===== config.mk =====
export PLATFORM = sky130hd
export DESIGN_NAME = uart_rx_engine
export DESIGN_NICKNAME = d
export VERILOG_FILES = /design/src/rtl/uart_rx_pkg.sv /design/src/rtl/rx_deframer.sv /design/src/rtl/rx_fifo.sv /design/src/rtl/rx_timeout.sv /design/src/rtl/uart_rx_engine.sv
export SDC_FILE = /design/constraint.sdc
export NUM_CORES = 1
export LEC_CHECK = 0
export BUFFER_PORTS_ARGS = -buffer_cell sky130_fd_sc_hd__buf_2
export CAP_MARGIN = 25
export CORE_ASPECT_RATIO = 0.6
export CORE_MARGIN = 2
export CORE_UTILIZATION = 30
export CTS_BUF_LIST = sky130_fd_sc_hd__clkbuf_8
export DETAILED_ROUTE_END_ITERATION = 16
export GPL_TIMING_DRIVEN = 0
export PLACE_DENSITY = 0.52
export SETUP_SLACK_MARGIN = 0.4
export SYNTH_ARGS = -nofsm -noshare
export SYNTH_HDL_FRONTEND = slang
export SYNTH_SLANG_ARGS = --single-unit

===== constraint.sdc =====
create_clock -name clk -period 3.75 [get_ports clk]
set_input_delay 0.75 -clock clk [delete_from_list [all_inputs] [get_ports clk]]
set_output_delay 0.75 -clock clk [all_outputs]
set_load 0.02 [all_outputs]

===== src/rtl/uart_rx_pkg.sv =====
package uart_rx_pkg;

    localparam int OSR       = 16;
    localparam int CHAR_BITS = 10;

    localparam logic [2:0] MODE_D8  = 3'b001;
    localparam logic [2:0] MODE_D7P = 3'b011;
    localparam logic [2:0] MODE_D8P = 3'b111;
    localparam logic [2:0] MODE_D9  = 3'b100;
    localparam logic [2:0] MODE_D8W = 3'b101;

    typedef enum logic [1:0] {RX_IDLE, RX_START, RX_DATA, RX_STOP} rx_state_e;

    typedef struct packed {
        logic       ferr;
        logic       perr;
        logic [8:0] bits;
    } rx_word_t;

    // number of bits that follow the start bit
    function automatic logic [3:0] frame_bits(input logic [2:0] m);
        case (m)
            MODE_D8P, MODE_D9, MODE_D8W: frame_bits = 4'd9;
            default:                     frame_bits = 4'd8;
        endcase
    endfunction

    function automatic rx_word_t pack_word(input logic [2:0] m, input logic odd,
                                           input logic [8:0] sh, input logic stop_bit);
        rx_word_t w;
        w.ferr = ~stop_bit;
        w.perr = 1'b0;
        w.bits = {1'b0, sh[7:0]};
        case (m)
            MODE_D7P: begin
                w.perr    = (^sh[7:0]) != odd;
                w.bits[8] = w.perr;
            end
            MODE_D8P: begin
                w.perr    = (^sh[8:0]) != odd;
                w.bits[8] = w.perr;
            end
            MODE_D9, MODE_D8W: w.bits = sh;
            default: ;
        endcase
        return w;
    endfunction

endpackage


===== src/rtl/rx_deframer.sv =====
module rx_deframer
    import uart_rx_pkg::*;
#(
    parameter int OVERSAMPLE = OSR
) (
    input  logic       clk,
    input  logic       rst,
    input  logic       tick,
    input  logic       rxd,
    input  logic       rx_en,
    input  logic [2:0] mode,
    input  logic       odd_par,
    output logic       char_vld,
    output rx_word_t   char_word
);
    localparam int CW = $clog2(OVERSAMPLE);
    localparam logic [CW-1:0] PH_MID = CW'(OVERSAMPLE / 2 - 1);
    localparam logic [CW-1:0] PH_END = CW'(OVERSAMPLE - 1);

    rx_state_e     state;
    logic [CW-1:0] ph;
    logic [3:0]    idx;
    logic [8:0]    sh;
    logic [2:0]    mode_q;
    logic          odd_q;

    always_ff @(posedge clk) begin
        if (rst) begin
            state     <= RX_IDLE;
            ph        <= '0;
            idx       <= '0;
            sh        <= '0;
            mode_q    <= '0;
            odd_q     <= 1'b0;
            char_vld  <= 1'b0;
            char_word <= '0;
        end else begin
            char_vld <= 1'b0;
            if (tick) begin
                case (state)
                    RX_IDLE: begin
                        if (rx_en && !rxd) begin
                            state  <= RX_START;
                            ph     <= '0;
                            mode_q <= mode;
                            odd_q  <= odd_par;
                        end
                    end
                    RX_START: begin
                        if (ph == PH_MID) begin
                            ph    <= '0;
                            idx   <= '0;
                            sh    <= '0;
                            state <= rxd ? RX_IDLE : RX_DATA;
                        end else begin
                            ph <= ph + 1'b1;
                        end
                    end
                    RX_DATA: begin
                        if (ph == PH_END) begin
                            ph      <= '0;
                            sh[idx] <= rxd;
                            idx     <= idx + 1'b1;
                            if (idx == frame_bits(mode_q) - 4'd1)
                                state <= RX_STOP;
                        end else begin
                            ph <= ph + 1'b1;
                        end
                    end
                    default: begin
                        if (ph == PH_END) begin
                            ph        <= '0;
                            state     <= RX_IDLE;
                            char_vld  <= 1'b1;
                            char_word <= pack_word(mode_q, odd_q, sh, rxd);
                        end else begin
                            ph <= ph + 1'b1;
                        end
                    end
                endcase
            end
        end
    end
endmodule


===== src/rtl/rx_fifo.sv =====
module rx_fifo
    import uart_rx_pkg::*;
#(
    parameter int DEPTH = 16,
    localparam int AW   = $clog2(DEPTH),
    localparam int LW   = AW + 1
) (
    input  logic          clk,
    input  logic          rst,
    input  logic          fifo_en,
    input  logic          push,
    input  rx_word_t      push_word,
    input  logic          pop,
    output rx_word_t      head,
    output logic [LW-1:0] lvl,
    output logic          drop
);
    rx_word_t          mem [DEPTH];
    logic [AW-1:0]     wptr, rptr;
    logic [LW-1:0]     cap;
    logic              accept, do_pop;

    assign cap    = fifo_en ? LW'(DEPTH) : LW'(1);
    assign accept = push && (lvl < cap);
    assign drop   = push && !accept;
    assign do_pop = pop && (lvl != '0);
    assign head   = mem[rptr];

    always_ff @(posedge clk) begin
        if (accept) mem[wptr] <= push_word;
    end

    always_ff @(posedge clk) begin
        if (rst) begin
            wptr <= '0;
            rptr <= '0;
            lvl  <= '0;
        end else begin
            if (accept) wptr <= wptr + 1'b1;
            if (do_pop) rptr <= rptr + 1'b1;
            case ({accept, do_pop})
                2'b10:   lvl <= lvl + 1'b1;
                2'b01:   lvl <= lvl - 1'b1;
                default: ;
            endcase
        end
    end
endmodule


===== src/rtl/rx_timeout.sv =====
module rx_timeout #(
    parameter int OVERSAMPLE = 16,
    parameter int CHAR_BITS  = 10,
    localparam int CHAR_TICKS = OVERSAMPLE * CHAR_BITS,
    localparam int TW = $clog2(CHAR_TICKS)
) (
    input  logic       clk,
    input  logic       rst,
    input  logic       tick,
    input  logic       restart,
    input  logic [7:0] limit,
    output logic       flag
);
    localparam logic [TW-1:0] T_LAST = TW'(CHAR_TICKS - 1);

    logic [TW-1:0] tcnt;
    logic [7:0]    ccnt;

    always_ff @(posedge clk) begin
        if (rst || restart) begin
            tcnt <= '0;
            ccnt <= '0;
            flag <= 1'b0;
        end else if (tick && !flag && limit != 8'd0) begin
            if (tcnt == T_LAST) begin
                tcnt <= '0;
                ccnt <= ccnt + 1'b1;
                if (ccnt + 8'd1 == limit) flag <= 1'b1;
            end else begin
                tcnt <= tcnt + 1'b1;
            end
        end
    end
endmodule


===== src/rtl/uart_rx_engine.sv =====
module uart_rx_engine
    import uart_rx_pkg::*;
#(
    parameter int DEPTH = 16,
    localparam int LW   = $clog2(DEPTH) + 1
) (
    input  logic       clk,
    input  logic       rst,
    input  logic       tick,
    input  logic       rxd,
    input  logic       rx_en,
    input  logic [2:0] mode,
    input  logic       odd_par,
    input  logic       fifo_en,
    input  logic [7:0] tmo_chars,
    input  logic       clr_err,
    input  logic       pop_ready,
    output logic       pop_valid,
    output logic [9:0] pop_data,
    output logic       st_full,
    output logic       st_half,
    output logic       st_perr,
    output logic       st_ferr,
    output logic       st_ovr,
    output logic       st_tmo
);
    logic [1:0]    rxd_sync;
    logic          char_vld;
    rx_word_t      char_word;
    rx_word_t      head;
    logic [LW-1:0] lvl;
    logic          drop;
    logic          pop_fire;
    logic          tmo_restart;

    always_ff @(posedge clk) begin
        if (rst) rxd_sync <= 2'b11;
        else     rxd_sync <= {rxd_sync[0], rxd};
    end

    rx_deframer #(.OVERSAMPLE(OSR)) u_deframer (
        .clk(clk), .rst(rst), .tick(tick), .rxd(rxd_sync[1]), .rx_en(rx_en),
        .mode(mode), .odd_par(odd_par), .char_vld(char_vld), .char_word(char_word)
    );

    rx_fifo #(.DEPTH(DEPTH)) u_fifo (
        .clk(clk), .rst(rst), .fifo_en(fifo_en), .push(char_vld), .push_word(char_word),
        .pop(pop_fire), .head(head), .lvl(lvl), .drop(drop)
    );

    assign pop_valid   = (lvl != '0);
    assign pop_fire    = pop_valid && pop_ready;
    assign tmo_restart = char_vld || !pop_valid || (lvl == LW'(1) && pop_fire);

    rx_timeout #(.OVERSAMPLE(OSR), .CHAR_BITS(CHAR_BITS)) u_timeout (
        .clk(clk), .rst(rst), .tick(tick), .restart(tmo_restart),
        .limit(tmo_chars), .flag(st_tmo)
    );

    always_ff @(posedge clk) begin
        if (rst)          st_ovr <= 1'b0;
        else if (drop)    st_ovr <= 1'b1;
        else if (clr_err) st_ovr <= 1'b0;
    end

    assign pop_data = {head.ferr, head.bits};
    assign st_full  = pop_valid;
    assign st_half  = (lvl >= LW'(DEPTH / 2));
    assign st_perr  = pop_valid && head.perr;
    assign st_ferr  = pop_valid && head.ferr;
endmodule


* Word-level counts from Yosys, hierarchy flattened
Memory sizes are Yosys's and may differ from the RTL's. A register that Yosys moved wholly into a read port is not among the register bits.
Index checks and enable logic that the tools add are counted.
** Storage, ports and cells
- Word-level logic and storage cells :: 130
- Input bits :: 20
- RAM bits :: 176
- Bits in registers :: 68
- Memories kept :: 1
- Output and inout bits :: 17
** Memory list
- u_fifo.mem :: words 16, bits a word 11, read ports 1, clocked after Yosys merged registers in 1, wr ports 1, RTL line rx_fifo.sv:18 : rx_word_t mem [DEPTH];
** Cells by class
- Mux-type cells :: 37
- Eq/ne operators :: 20
- Add/subtract/negate cells :: 9
- Magnitude comparators :: 4
- Bitwise operators :: 3
- Reduce and logical (&&, ||, !) cells :: 38
** Operator list (count)
- $mux 4 :: 11
- $mux 9 :: 2
- $pmux 9 s2 :: 1
- $add 4x1->4 const B :: 4
- $add 8x1->8 const B :: 2
- $pmux 4 s2 :: 2
- $mux 2 :: 6
- $logic_and 1x1->1 :: 11
- $pmux 5 s2 :: 1
- $bwmux 9 :: 1
- $eq 3x3->1 const B :: 3
- $reduce_and 3->1 :: 3
- $reduce_xor 9->1 :: 1
- $eq 8x8->1 :: 1
- $eq 8x8->1 const B :: 1
- $mux 8 :: 1
- $ne 2x1->1 const B :: 4
- $reduce_bool 8->1 :: 1
- $reduce_xor 8->1 :: 1
- $mux 1 :: 7
- $pmux 2 s3 :: 1
- $reduce_and 6->1 :: 1
- $reduce_bool 2->1 :: 3
- $reduce_or 3->1 :: 2
- 29 further kinds :: 40

* Logic depth before layout (Yosys ltp)
Gate-level depths: netlist of the first run.
- Word-level depth :: 12
- Mapped depth :: 12
- Gate-level depth less buffers :: 11

* Modules after synthesis
A second synthesis of the first run with hierarchy kept.
** Unflattened totals
- Cells, all modules :: 741
- Area, all modules :: 10628.9 um^2
** Modules (own cells, without submodules)
- rx_fifo :: sequential area each 5625.4 um^2, cells each 399, area each 7657.3 um^2, instances 1
- rx_deframer :: sequential area each 700.7 um^2, cells each 207, area each 1795.5 um^2, instances 1
- rx_timeout :: sequential area each 340.3 um^2, cells each 117, area each 1009.7 um^2, instances 1
- uart_rx_engine :: sequential area each 60.1 um^2, cells each 18, area each 166.4 um^2, instances 1

* Least setup slack after synthesis of the first run
No wires, ideal clock.
- Kind :: register to output
- Start point :: register with a tool-made name
- End point :: output port st_perr
- Required time :: 3.000 ns
- Arrival :: 1.983 ns
- Cell stages (with the launch flop) :: 6
- Path buffers :: 2
- Setup slack :: 1.017 ns
- Path through :: dfxtp_1 > buf_2 > buf_2 > mux4_2 > mux4_2 > and2_1
** RTL lines
- end: declaration :: RTL line uart_rx_engine.sv:22 : output logic st_perr,

==> results of run 1 <==
[through the flow]
step | power, uW | hold WS (ns) | std cells
after CTS | 5900 | 0.328 | 1272
after detailed placement | 3660 | 0.395 | 1196
after global placement | 3670 | 0.394 | 1182
after floorplan | 3480 | 0.389 | 689
after global routing | 6110 | 0.355 | 1276
final | 5840 | 0.377 | 1276
[path summary, 6_finish.rpt]
path,start,to
setup reg to reg,u_fifo.lvl[0],u_fifo.mem[7][5]
hold / removal,rxd,rxd_sync[0]
hold reg to reg,rxd_sync[0],rxd_sync[1]
setup / recovery,register,st_perr
[flip-flops by register name, indices dropped and copies added, names as in the netlist, 3 cells and up, named ones only]
signal,count
u_fifo.mem,176
u_deframer.ph,4
u_deframer.idx,4
u_fifo.lvl,5
u_deframer.mode_q,3
u_timeout.ccnt,8
u_timeout.tcnt,8
u_fifo.wptr,4
u_deframer.char_word,11
u_deframer.sh,9
u_fifo.rptr,4
[metal layers]
layer / track usage / share of wire
met1: 0.217 / 0.52
met2: 0.181 / 0.39
met5: 0 / 0
met3: 0.0367 / 0.068
met4: 0.0387 / 0.017
[power by group through the flow]
stage	Combinational (uW)	Sequential [uW]	Clock [uW]
finish	737	2960	2150
global route	810	2960	2340
CTS	726	2960	2220
detailed placement	651	3010	0
global placement	654	3010	0
floorplan	478	3000	0
[cells in the final DEF, fill, tap and decap left out, types with 6 or more instances in the layout]
cell type,synthesis,routed
dfxtp_1,72,72
buf_6,1,12
o21ai_0,9,9
xnor2_1,22,22
ha_1,23,23
nand2_1,53,53
buf_4,1,12
nand3_1,18,18
clkinv_1,0,6
clkbuf_1,16,12
edfxtp_1,176,176
nand2b_1,8,8
a21oi_1,31,30
xor2_1,22,22
nor2_1,60,59
inv_1,14,34
mux2i_1,18,18
clkbuf_8,0,40
nand4_1,10,10
buf_2,7,39
mux4_2,54,54
[cells by family (layout without fill, tap and decap cells)]
logic type | Yosys count | in the layout | share of synthesized area
AO/OA/AOI/OAI | 60 | 60 | 0.0364
XOR/XNOR | 45 | 45 | 0.0395
adder cells (fa/ha/maj) | 23 | 23 | 0.0278
buffers and inverters | 43 | 171 | 0.0178
flip-flops | 248 | 248 | 0.651
multiplexers | 72 | 72 | 0.135
AND/OR/NAND/NOR | 198 | 198 | 0.0927
[what timing repair did]
item | CTS | global route
endpoints found under the setup margin | 12 | 10
gates resized for setup | 19 | 9
setup buffers | 4 | 2
hold buffers | 0 | 0
pin swaps | 0 | 1
[area by class of cell]
type	instances	area (um2)	area share
well taps	459	574	0.0474
multi-input cells	398	3460	0.286
clock inverters	32	168	0.0138
plain buffers	28	190	0.0157
inverters	15	58.8	0.00485
repair buffers	56	393	0.0324
flip-flops and latches	248	6730	0.555
clock buffers	40	551	0.0454
==> impl_metrics.env, run 1 <==
export IMPL_clk_pin_slew_ns=0.06
export IMPL_slew_headroom=0.312
export IMPL_path_common_cell="mux4_2"
export IMPL_crit_buf_inv=3
export IMPL_drc=0
export IMPL_worstMarginPinSlew_ns=1.02
export IMPL_synth_avg_cell_area_um2=15.0
export IMPL_yosys_warnings=0
export IMPL_layout_min_cycle_time_ns=3.29
export IMPL_vias=6029
export IMPL_p_clk_frac=0.368
export IMPL_synthMostInstantiatedCell="edfxtp_1"
export IMPL_grt_remaining_overflow=0
export IMPL_tns_ns=0
export IMPL_placed_area_um2=11300
export IMPL_postRouteAntennaNets=0
export IMPL_setup_viol=0
export IMPL_worstPathArrival_ns=2.54
export IMPL_wl_per_cell_um=18.8
export IMPL_p_leak_uw=0.00433
export IMPL_fin_crit_sh=0.878
export IMPL_grt_pass1_wl_um=37100
export IMPL_area_delta_synth_final_pct=17.3
export IMPL_finClkSkew_ns=0.0305
export IMPL_switching_power_uw=1510
export IMPL_synth_area_um2=10300
export IMPL_ys_seq_area_frac=0.651
export IMPL_num_fill_cells=3275
export IMPL_drt_iter0_drc=430
export IMPL_clock_path_buffers=3
export IMPL_clk_latency_ns=0.57
export IMPL_cp_required_ns=3.00
export IMPL_reg2reg_slack_ns=0.94
export IMPL_fp_row_count=52
export IMPL_hp_class="input port to register"
export IMPL_numCtsBuffers=39
export IMPL_synth_edff_count=176
export IMPL_synth_distinct_cells=52
export IMPL_max_freq_ghz=0.304
export IMPL_nNetsFinal=829
export IMPL_die_w_um=244
export IMPL_syn_num_nets=732
export IMPL_fp_coreArea_um2=33800
export IMPL_rsz0062_at_grt="true"
export IMPL_first_global_vias=5939
export IMPL_hold_violations=0
export IMPL_routed_via_density=4.72
export IMPL_ys_async_sr_fraction=0
export IMPL_syn_inst=689
export IMPL_comb_power_share=0.126
export IMPL_routed_wl_um=24000
export IMPL_yosysTopAreaCellShare=0.511
export IMPL_worstSetupPathType="register to primary output"
export IMPL_top_level_ports=37
export IMPL_cts_root_buf="clkbuf_8"
export IMPL_reg2reg_depth=5
export IMPL_grt_max_degree=18
export IMPL_antenna_cells=0
export IMPL_pre_cts_slack_ns=0.476
export IMPL_path_max_fanout=8
export IMPL_fin_util=0.358
export IMPL_slowest_stage="mux4_2"
export IMPL_fin_area_um2=12100
export IMPL_switching_share=0.259
export IMPL_antenna_found_initial=1
export IMPL_ys_top_cells_by_count="176 x edfxtp_1, 72 x dfxtp_1, 60 x nor2_1"
export IMPL_hpwl_um=16500
export IMPL_synthFlopType="edfxtp_1"
export IMPL_grt_usage=0.137
export IMPL_io_buffers=34
export IMPL_cp_cell_sequence="buf_8 > buf_12 > mux4_2 > mux4_2 > and2_4 > buf_2"
export IMPL_worstSetupPathDepth=6
export IMPL_gp_congestion=0.769
export IMPL_yosys_area_top_type="edfxtp_1"
export IMPL_hold_path_cell_count=2
export IMPL_p_int_uw=4330
export IMPL_synthTopCellsByArea="edfxtp_1 51%, dfxtp_1 14%, mux4_2 12%"
export IMPL_layout_drive_gt1_share=0.229
export IMPL_critPathMaxStageDelay_ns=0.50
export IMPL_dieArea_um2=36000
export IMPL_cp_start_kind="register"
export IMPL_maxCapViolCount=0
export IMPL_finalMaxSlewViolations=0
export IMPL_max_vdd_ir_drop_mv=0.249
export IMPL_cts_tree="done"
export IMPL_crit_family="multiplexers"
export IMPL_final_setup_worst_slack_ns=0.459
export IMPL_firstDrtPassIters=5
export IMPL_power_density_nw_per_um2=482
export IMPL_p_seq_frac=0.506
export IMPL_cp_end_kind="primary output"
export IMPL_outcome="finished clean"
export IMPL_synth_seq_cells=248
export IMPL_htreeDepth=2
export IMPL_clock_sinks=248
export IMPL_start_util=0.306
export IMPL_die_h_um=148
No activity file was read; power rests on OpenSTA's default activity.
==> run 2: changes to the inputs <==
--- a/config.mk
+++ b/config.mk
@@ -13,8 +13,9 @@
 export CTS_BUF_LIST = sky130_fd_sc_hd__clkbuf_8
 export DETAILED_ROUTE_END_ITERATION = 16
 export GPL_TIMING_DRIVEN = 0
-export PLACE_DENSITY = 0.52
+export PLACE_DENSITY = 0.51
 export SETUP_SLACK_MARGIN = 0.4
 export SYNTH_ARGS = -nofsm -noshare
 export SYNTH_HDL_FRONTEND = slang
+export SYNTH_HIERARCHICAL = 1
 export SYNTH_SLANG_ARGS = --single-unit
==> run 2 against run 1 <==
- die area grew 2.8%
- critical path type unchanged
- worst hold slack gained 0.028 ns
- sequential power shrank 1%
- fmax grew 2.2%
- highest routed layer unchanged
- clock power grew 14%
==> impl_metrics.env, run 2 <==
export IMPL_grt_pass1_wl_um=38300
export IMPL_cts_root_buf="clkbuf_8"
export IMPL_gp_congestion=0.765
export IMPL_synth_edff_count=176
export IMPL_place_inst=1251
export IMPL_synth_seq_cells=248
export IMPL_clock_sinks=248
export IMPL_first_global_vias=6362
export IMPL_layout_drive_gt1_share=0.245
export IMPL_antenna_cells=0
export IMPL_grt_max_degree=18
export IMPL_finalMaxSlewViolations=0
export IMPL_synth_avg_cell_area_um2=14.3
export IMPL_slew_headroom=0.361
export IMPL_start_util=0.304
export IMPL_yosys_area_top_type="edfxtp_1"
export IMPL_synthMostInstantiatedCell="edfxtp_1"
export IMPL_firstDrtPassIters=7
export IMPL_grt_usage=0.137
export IMPL_antenna_found_initial=0
export IMPL_dieArea_um2=37000
export IMPL_hpwl_um=16700
export IMPL_worstSetupPathType="register to primary output"
export IMPL_cp_end_kind="primary output"
export IMPL_reg2reg_from="u_fifo/lvl[1]"
export IMPL_clock_path_buffers=3
export IMPL_cp_start_kind="register"
export IMPL_final_cells=1325
export IMPL_max_vdd_ir_drop_mv=0.216
export IMPL_fp_coreArea_um2=34900
export IMPL_nNetsFinal=866
export IMPL_max_freq_ghz=0.310
export IMPL_cp_required_ns=3.00
export IMPL_path_common_cell="buf_2"
export IMPL_synth_distinct_cells=71
export IMPL_synthFlopType="edfxtp_1"
export IMPL_htreeDepth=2
export IMPL_synth_area_um2=10600
export IMPL_io_buffers=36
export IMPL_reg_largest_list="u_fifo/mem (176), u_deframer/char_word (11), u_deframer/sh (9)"
export IMPL_ys_seq_area_frac=0.633
export IMPL_synthTopCellsByArea="edfxtp_1 50%, dfxtp_1 14%, mux4_2 9.3%"
export IMPL_top_level_ports=37
export IMPL_fin_area_um2=12400
export IMPL_largest_register="u_fifo/mem"
export IMPL_routed_via_density=4.86
export IMPL_worst_hold_startpoint="rxd"
export IMPL_placed_area_um2=11500
export IMPL_routed_wl_um=24700
export IMPL_cts_tree="done"
export IMPL_final_cell_mix="176 x edfxtp_1, 70 x dfxtp_1, 47 x clkbuf_8, 47 x nor2_1, 46 x nand2_1"
export IMPL_maxCapViolCount=0
export IMPL_ys_top_cells_by_count="176 x edfxtp_1, 72 x dfxtp_1, 48 x nor2_1"
export IMPL_die_h_um=150
export IMPL_hp_class="input port to register"
export IMPL_fp_row_count=53
export IMPL_fin_crit_sh=0.859
export IMPL_path_max_fanout=10
export IMPL_syn_inst=741
export IMPL_drt_iter0_drc=461
export IMPL_power_density_nw_per_um2=451
export IMPL_crit_family="buffers and inverters"
export IMPL_hold_violations=0
export IMPL_outcome="finished clean"
export IMPL_p_leak_uw=0.00452
export IMPL_cp_cell_sequence="buf_2 > clkbuf_8 > mux4_2 > a22oi_2 > nand2_2 > a21boi_0 > buf_2"
export IMPL_crit_buf_inv=3
export IMPL_layout_min_cycle_time_ns=3.22
export IMPL_pre_cts_slack_ns=0.234
export IMPL_cts_setup_buffers=0
export IMPL_largest_reg_flops=176
export IMPL_rsz0062_at_grt="false"
export IMPL_slowest_stage="mux4_2"
export IMPL_setup_viol=0
export IMPL_clk_latency_ns=0.57
export IMPL_vias=6441
export IMPL_drc=0
export IMPL_layout_commonest_cell="edfxtp_1"
export IMPL_numCtsBuffers=40
export IMPL_tns_ns=0
export IMPL_worstPathArrival_ns=2.47
export IMPL_ys_async_sr_fraction=0
export IMPL_whs_ns=0.405
export IMPL_grt_remaining_overflow=0
export IMPL_num_fill_cells=3384
export IMPL_yosys_warnings=6
export IMPL_final_setup_worst_slack_ns=0.528
export IMPL_critPathMaxStageDelay_ns=0.35
export IMPL_syn_num_nets=781
export IMPL_finClkSkew_ns=0.0236
export IMPL_area_delta_synth_final_pct=17.0
export IMPL_wl_per_cell_um=18.7
export IMPL_worstMarginPinSlew_ns=0.951
export IMPL_seqCellArea_um2=6730
export IMPL_postRouteAntennaNets=0
export IMPL_yosysTopAreaCellShare=0.497
export IMPL_clk_pin_slew_ns=0.06
export IMPL_multiInputGateArea_um2=3690
export IMPL_die_w_um=247
-- run 2: cell count changes in the layout (fill, tap and decap cells not counted), moves of 7 or more --
cell | before | now
clkinv_2 | 2 | 12
nand2_1 | 53 | 46
and3_1 | 2 | 9
mux2i_1 | 18 | 11
inv_1 | 34 | 27
a22oi_1 | 0 | 20
clkbuf_8 | 40 | 47
nor2_1 | 59 | 47
mux4_2 | 54 | 44
and2_1 | 2 | 14
buf_6 | 12 | 3
-- run 2: area by class of cell --
cell class                 instances  share of cell area
buffer                            36              0.0215
clock buffer                      44              0.0487
clock inverter                    30              0.0186
inverter                          23             0.00695
multi-input combinational        434               0.297
sequential                       248               0.541
tap                              467              0.0470
timing repair buffer              43              0.0187
-- run 2: worst reg2reg max path, stage by stage, from the launching register on --
cell and delay, ns:
dfxtp_1 0.34, buf_6 0.15, or4_1 0.59, o21ai_4 0.23, inv_1 0.10, ha_1 0.18
clkbuf_1 0.20, xor2_1 0.19, ha_1 0.23, nor2b_1 0.14, o32ai_1 0.30, mux2i_1 0.22
o2111ai_1 0.12
-- run 2: path summary, 6_finish.rpt --
| path | endpoint | cells past startpoint | slack (ns) |
|---|---|---|---|
| worst max-delay path | st_ferr | 7 | 0.53 |
| worst min-delay path | rxd_sync[0] | 2 | 0.41 |
| worst max register to register | u_fifo/lvl[4] | 12 | 0.62 |
| worst min register to register | rxd_sync[1] | 1 | 0.41 |
-- run 2: through the flow --
| stage | power [uW] | util |
|---|---|---|
| floorplan | 3130 | - |
| global placement | 3200 | 0.326 |
| detailed placement | 3200 | 0.328 |
| CTS | 5680 | 0.355 |
| global route | 5830 | 0.356 |
| finish | 5610 | 0.356 |
-- run 2: kinds of logic (layout without fill, tap and decap cells) --
logic type	after synthesis	count (layout)	share of synthesized area
flip-flops	248	248	0.633
multiplexers	56	56	0.105
adder cells (fa/ha/maj)	20	20	0.0235
buffers and inverters	59	176	0.0241
XOR/XNOR	41	41	0.0351
AO/OA/AOI/OAI	110	110	0.0735
AND/OR/NAND/NOR	207	207	0.106
-- run 2: routing by layer --
| metal | global-route usage | wire, um | part of all wire | up-vias |
|---|---|---|---|---|
| met5 | 0 | 0 | 0 | - |
| met4 | 0.0355 | 414 | 0.017 | 0 |
| met3 | 0.0353 | 1430 | 0.058 | 37 |
| met2 | 0.180 | 9670 | 0.39 | 154 |
| met1 | 0.217 | 13200 | 0.53 | 3259 |
| li1 | - | - | - | 2991 |
-- run 2: repair_timing --
action,in CTS,in global routing
gates resized for setup,25,15
hold buffers,0,0
endpoints found under the setup margin,12,5
pin swaps,0,1
-- run 2: power by group --
part	internal, uW	total, uW	switching (uW)
clock network	1310	2460	1140
logic	97.4	234	137
registers	2900	2920	15.7
total	4310	5610	1300
==> run 3: changes to the inputs <==
--- a/config.mk
+++ b/config.mk
@@ -8,7 +8,6 @@
 export BUFFER_PORTS_ARGS = -buffer_cell sky130_fd_sc_hd__buf_2
 export CAP_MARGIN = 25
 export CORE_ASPECT_RATIO = 0.6
-export CORE_MARGIN = 2
 export CORE_UTILIZATION = 30
 export CTS_BUF_LIST = sky130_fd_sc_hd__clkbuf_8
 export DETAILED_ROUTE_END_ITERATION = 16
==> run 3 against run 2 <==
- first-iteration DRC count increased by 18%
- final cell count decreased by 0.83%
- critical path depth did not move
- core utilization up 0.20 points
- global-route usage rose by 0.11 points
- sequential cell count did not move
- worst setup slack got worse by 0.050 ns
- register-to-register slack lost 0.04 ns
- non-clock buffer count up 6
- fmax fell by 1.5%
- critical endpoint unchanged
- highest routed layer unchanged
==> impl_metrics.env, run 3 (same netlist as run 2, synthesis figures left out) <==
export IMPL_outcome="finished clean"
export IMPL_setup_viol=0
export IMPL_drc=0
export IMPL_final_setup_worst_slack_ns=0.478
export IMPL_drt_iter0_drc=542
export IMPL_totalPowerFinal_uw=5220
export IMPL_final_cells=1314
export IMPL_clk_latency_ns=0.55
export IMPL_rsz0062_at_grt="true"
export IMPL_multiInputGateArea_um2=3670
export IMPL_p_leak_uw=0.00447
export IMPL_final_cell_mix="176 x edfxtp_1, 71 x dfxtp_1, 48 x nor2_1, 47 x nand2_1, 44 x mux4_2"
export IMPL_largest_register="u_fifo/mem"
export IMPL_place_inst=1248
export IMPL_hold_path_cell_count=1
export IMPL_firstDrtPassIters=5
export IMPL_area_delta_synth_final_pct=15.4
export IMPL_maxCapViolCount=0
export IMPL_worstMarginPinSlew_ns=0.768
export IMPL_clock_path_buffers=3
export IMPL_gp_congestion=0.791
export IMPL_slew_headroom=0.488
export IMPL_htreeDepth=2
export IMPL_hpwl_um=16600
export IMPL_postRouteAntennaNets=0
export IMPL_max_freq_ghz=0.306
export IMPL_io_buffers=36
export IMPL_cp_required_ns=3.00
export IMPL_postCtsHoldBufs=0
export IMPL_seqCellArea_um2=6730
export IMPL_fp_coreArea_um2=34300
export IMPL_timing_rr_end="u_fifo/lvl[4]"
export IMPL_grt_max_degree=18
export IMPL_antenna_cells=0
export IMPL_power_density_nw_per_um2=426
export IMPL_fin_crit_sh=0.873
export IMPL_fp_row_count=52
export IMPL_layout_drive_gt1_share=0.223
export IMPL_max_vdd_ir_drop_mv=0.216
export IMPL_largest_reg_flops=176
export IMPL_die_w_um=245
export IMPL_top_level_ports=37
export IMPL_dieArea_um2=36200
export IMPL_endpoint="st_ferr"
export IMPL_wl_per_cell_um=18.5
export IMPL_clock_sinks=248
export IMPL_cts_root_buf="clkbuf_8"
export IMPL_grt_usage=0.138
export IMPL_fin_util=0.358
export IMPL_finClkSkew_ns=0.0202
export IMPL_placed_area_um2=11500
export IMPL_worstPathArrival_ns=2.52
export IMPL_numCtsBuffers=37
export IMPL_worstSetupPathType="register to primary output"
export IMPL_clk_pin_slew_ns=0.07
export IMPL_routed_wl_um=24400
export IMPL_path_max_fanout=10
export IMPL_reg_largest_list="u_fifo/mem (176), u_deframer/char_word (11), u_deframer/sh (9)"
export IMPL_pre_cts_slack_ns=0.163
export IMPL_grt_remaining_overflow=0
export IMPL_layout_commonest_cell="edfxtp_1"
export IMPL_first_global_vias=6251
export IMPL_die_h_um=148
export IMPL_nNetsFinal=869
export IMPL_antenna_found_initial=0
export IMPL_reg2reg_depth=12
export IMPL_routed_via_density=4.82
export IMPL_layout_min_cycle_time_ns=3.27
export IMPL_hold_violations=0
export IMPL_fin_area_um2=12300
export IMPL_num_fill_cells=3293
export IMPL_reg2reg_slack_ns=0.58
export IMPL_hp_class="register to register"
export IMPL_start_util=0.310
export IMPL_cts_tree="done"
export IMPL_cp_start_kind="register"
export IMPL_finalMaxSlewViolations=0
export IMPL_cp_end_kind="primary output"
export IMPL_grt_pass1_wl_um=38000
export IMPL_vias=6340
export IMPL_reg2reg_from="u_fifo/lvl[1]"
[run 3: cell type report]
cell class / instances / share of cell area
buffer: 36 / 0.0211
clock buffer: 38 / 0.0426
clock inverter: 27 / 0.0114
inverter: 23 / 0.00704
multi-input combinational: 434 / 0.299
sequential: 248 / 0.549
tap: 459 / 0.0468
timing repair buffer: 49 / 0.0230
[run 3: worst min-delay path by stage]
stage / start / endpoint / slack [ns]
floorplan: rxd_sync[0] / rxd_sync[1] / 0.39
global placement: rxd_sync[0] / rxd_sync[1] / 0.41
detailed placement: rxd_sync[0] / rxd_sync[1] / 0.40
CTS: mode[1] / u_deframer/mode_q[1] / 0.41
global route: rxd_sync[0] / rxd_sync[1] / 0.43
finish: rxd_sync[0] / rxd_sync[1] / 0.41
[run 3: metrics by stage]
stage                     hold slack [ns]  TNS [ns]
after floorplan                     0.389         0
after global placement              0.407    -37.26
after detailed placement            0.398         0
after CTS                           0.409         0
after global routing                0.429         0
final                               0.409         0
[run 3: metal layers]
metal	up-vias	global-route usage	share of wire
met5	-	0	0
met4	0	0.0309	0.014
met3	37	0.0323	0.049
met2	128	0.178	0.38
met1	3183	0.225	0.56
li1	2992	-	-
[run 3: power by group]
part           leakage [uW]  internal (uW)  switching (uW)  total, uW
Sequential          0.00251           2900            14.8       2920
Clock              0.000384           1010            1060       2070
Combinational       0.00157           97.9             134        232
Total               0.00447           4010            1210       5220
[run 3: repair_timing]
item                                    CTS  global route
pin swaps                                 0             1
endpoints found under the setup margin   12             8
setup buffers                             0             1
resized for setup                        14            25
[run 3: critical path: stages (launching register included)]
cell and delay (ns):
dfxtp_1 0.37, buf_12 0.17, buf_12 0.17, mux4_2 0.52, a22oi_1 0.21, nand2_1 0.19, a21boi_0 0.16, buf_2 0.17
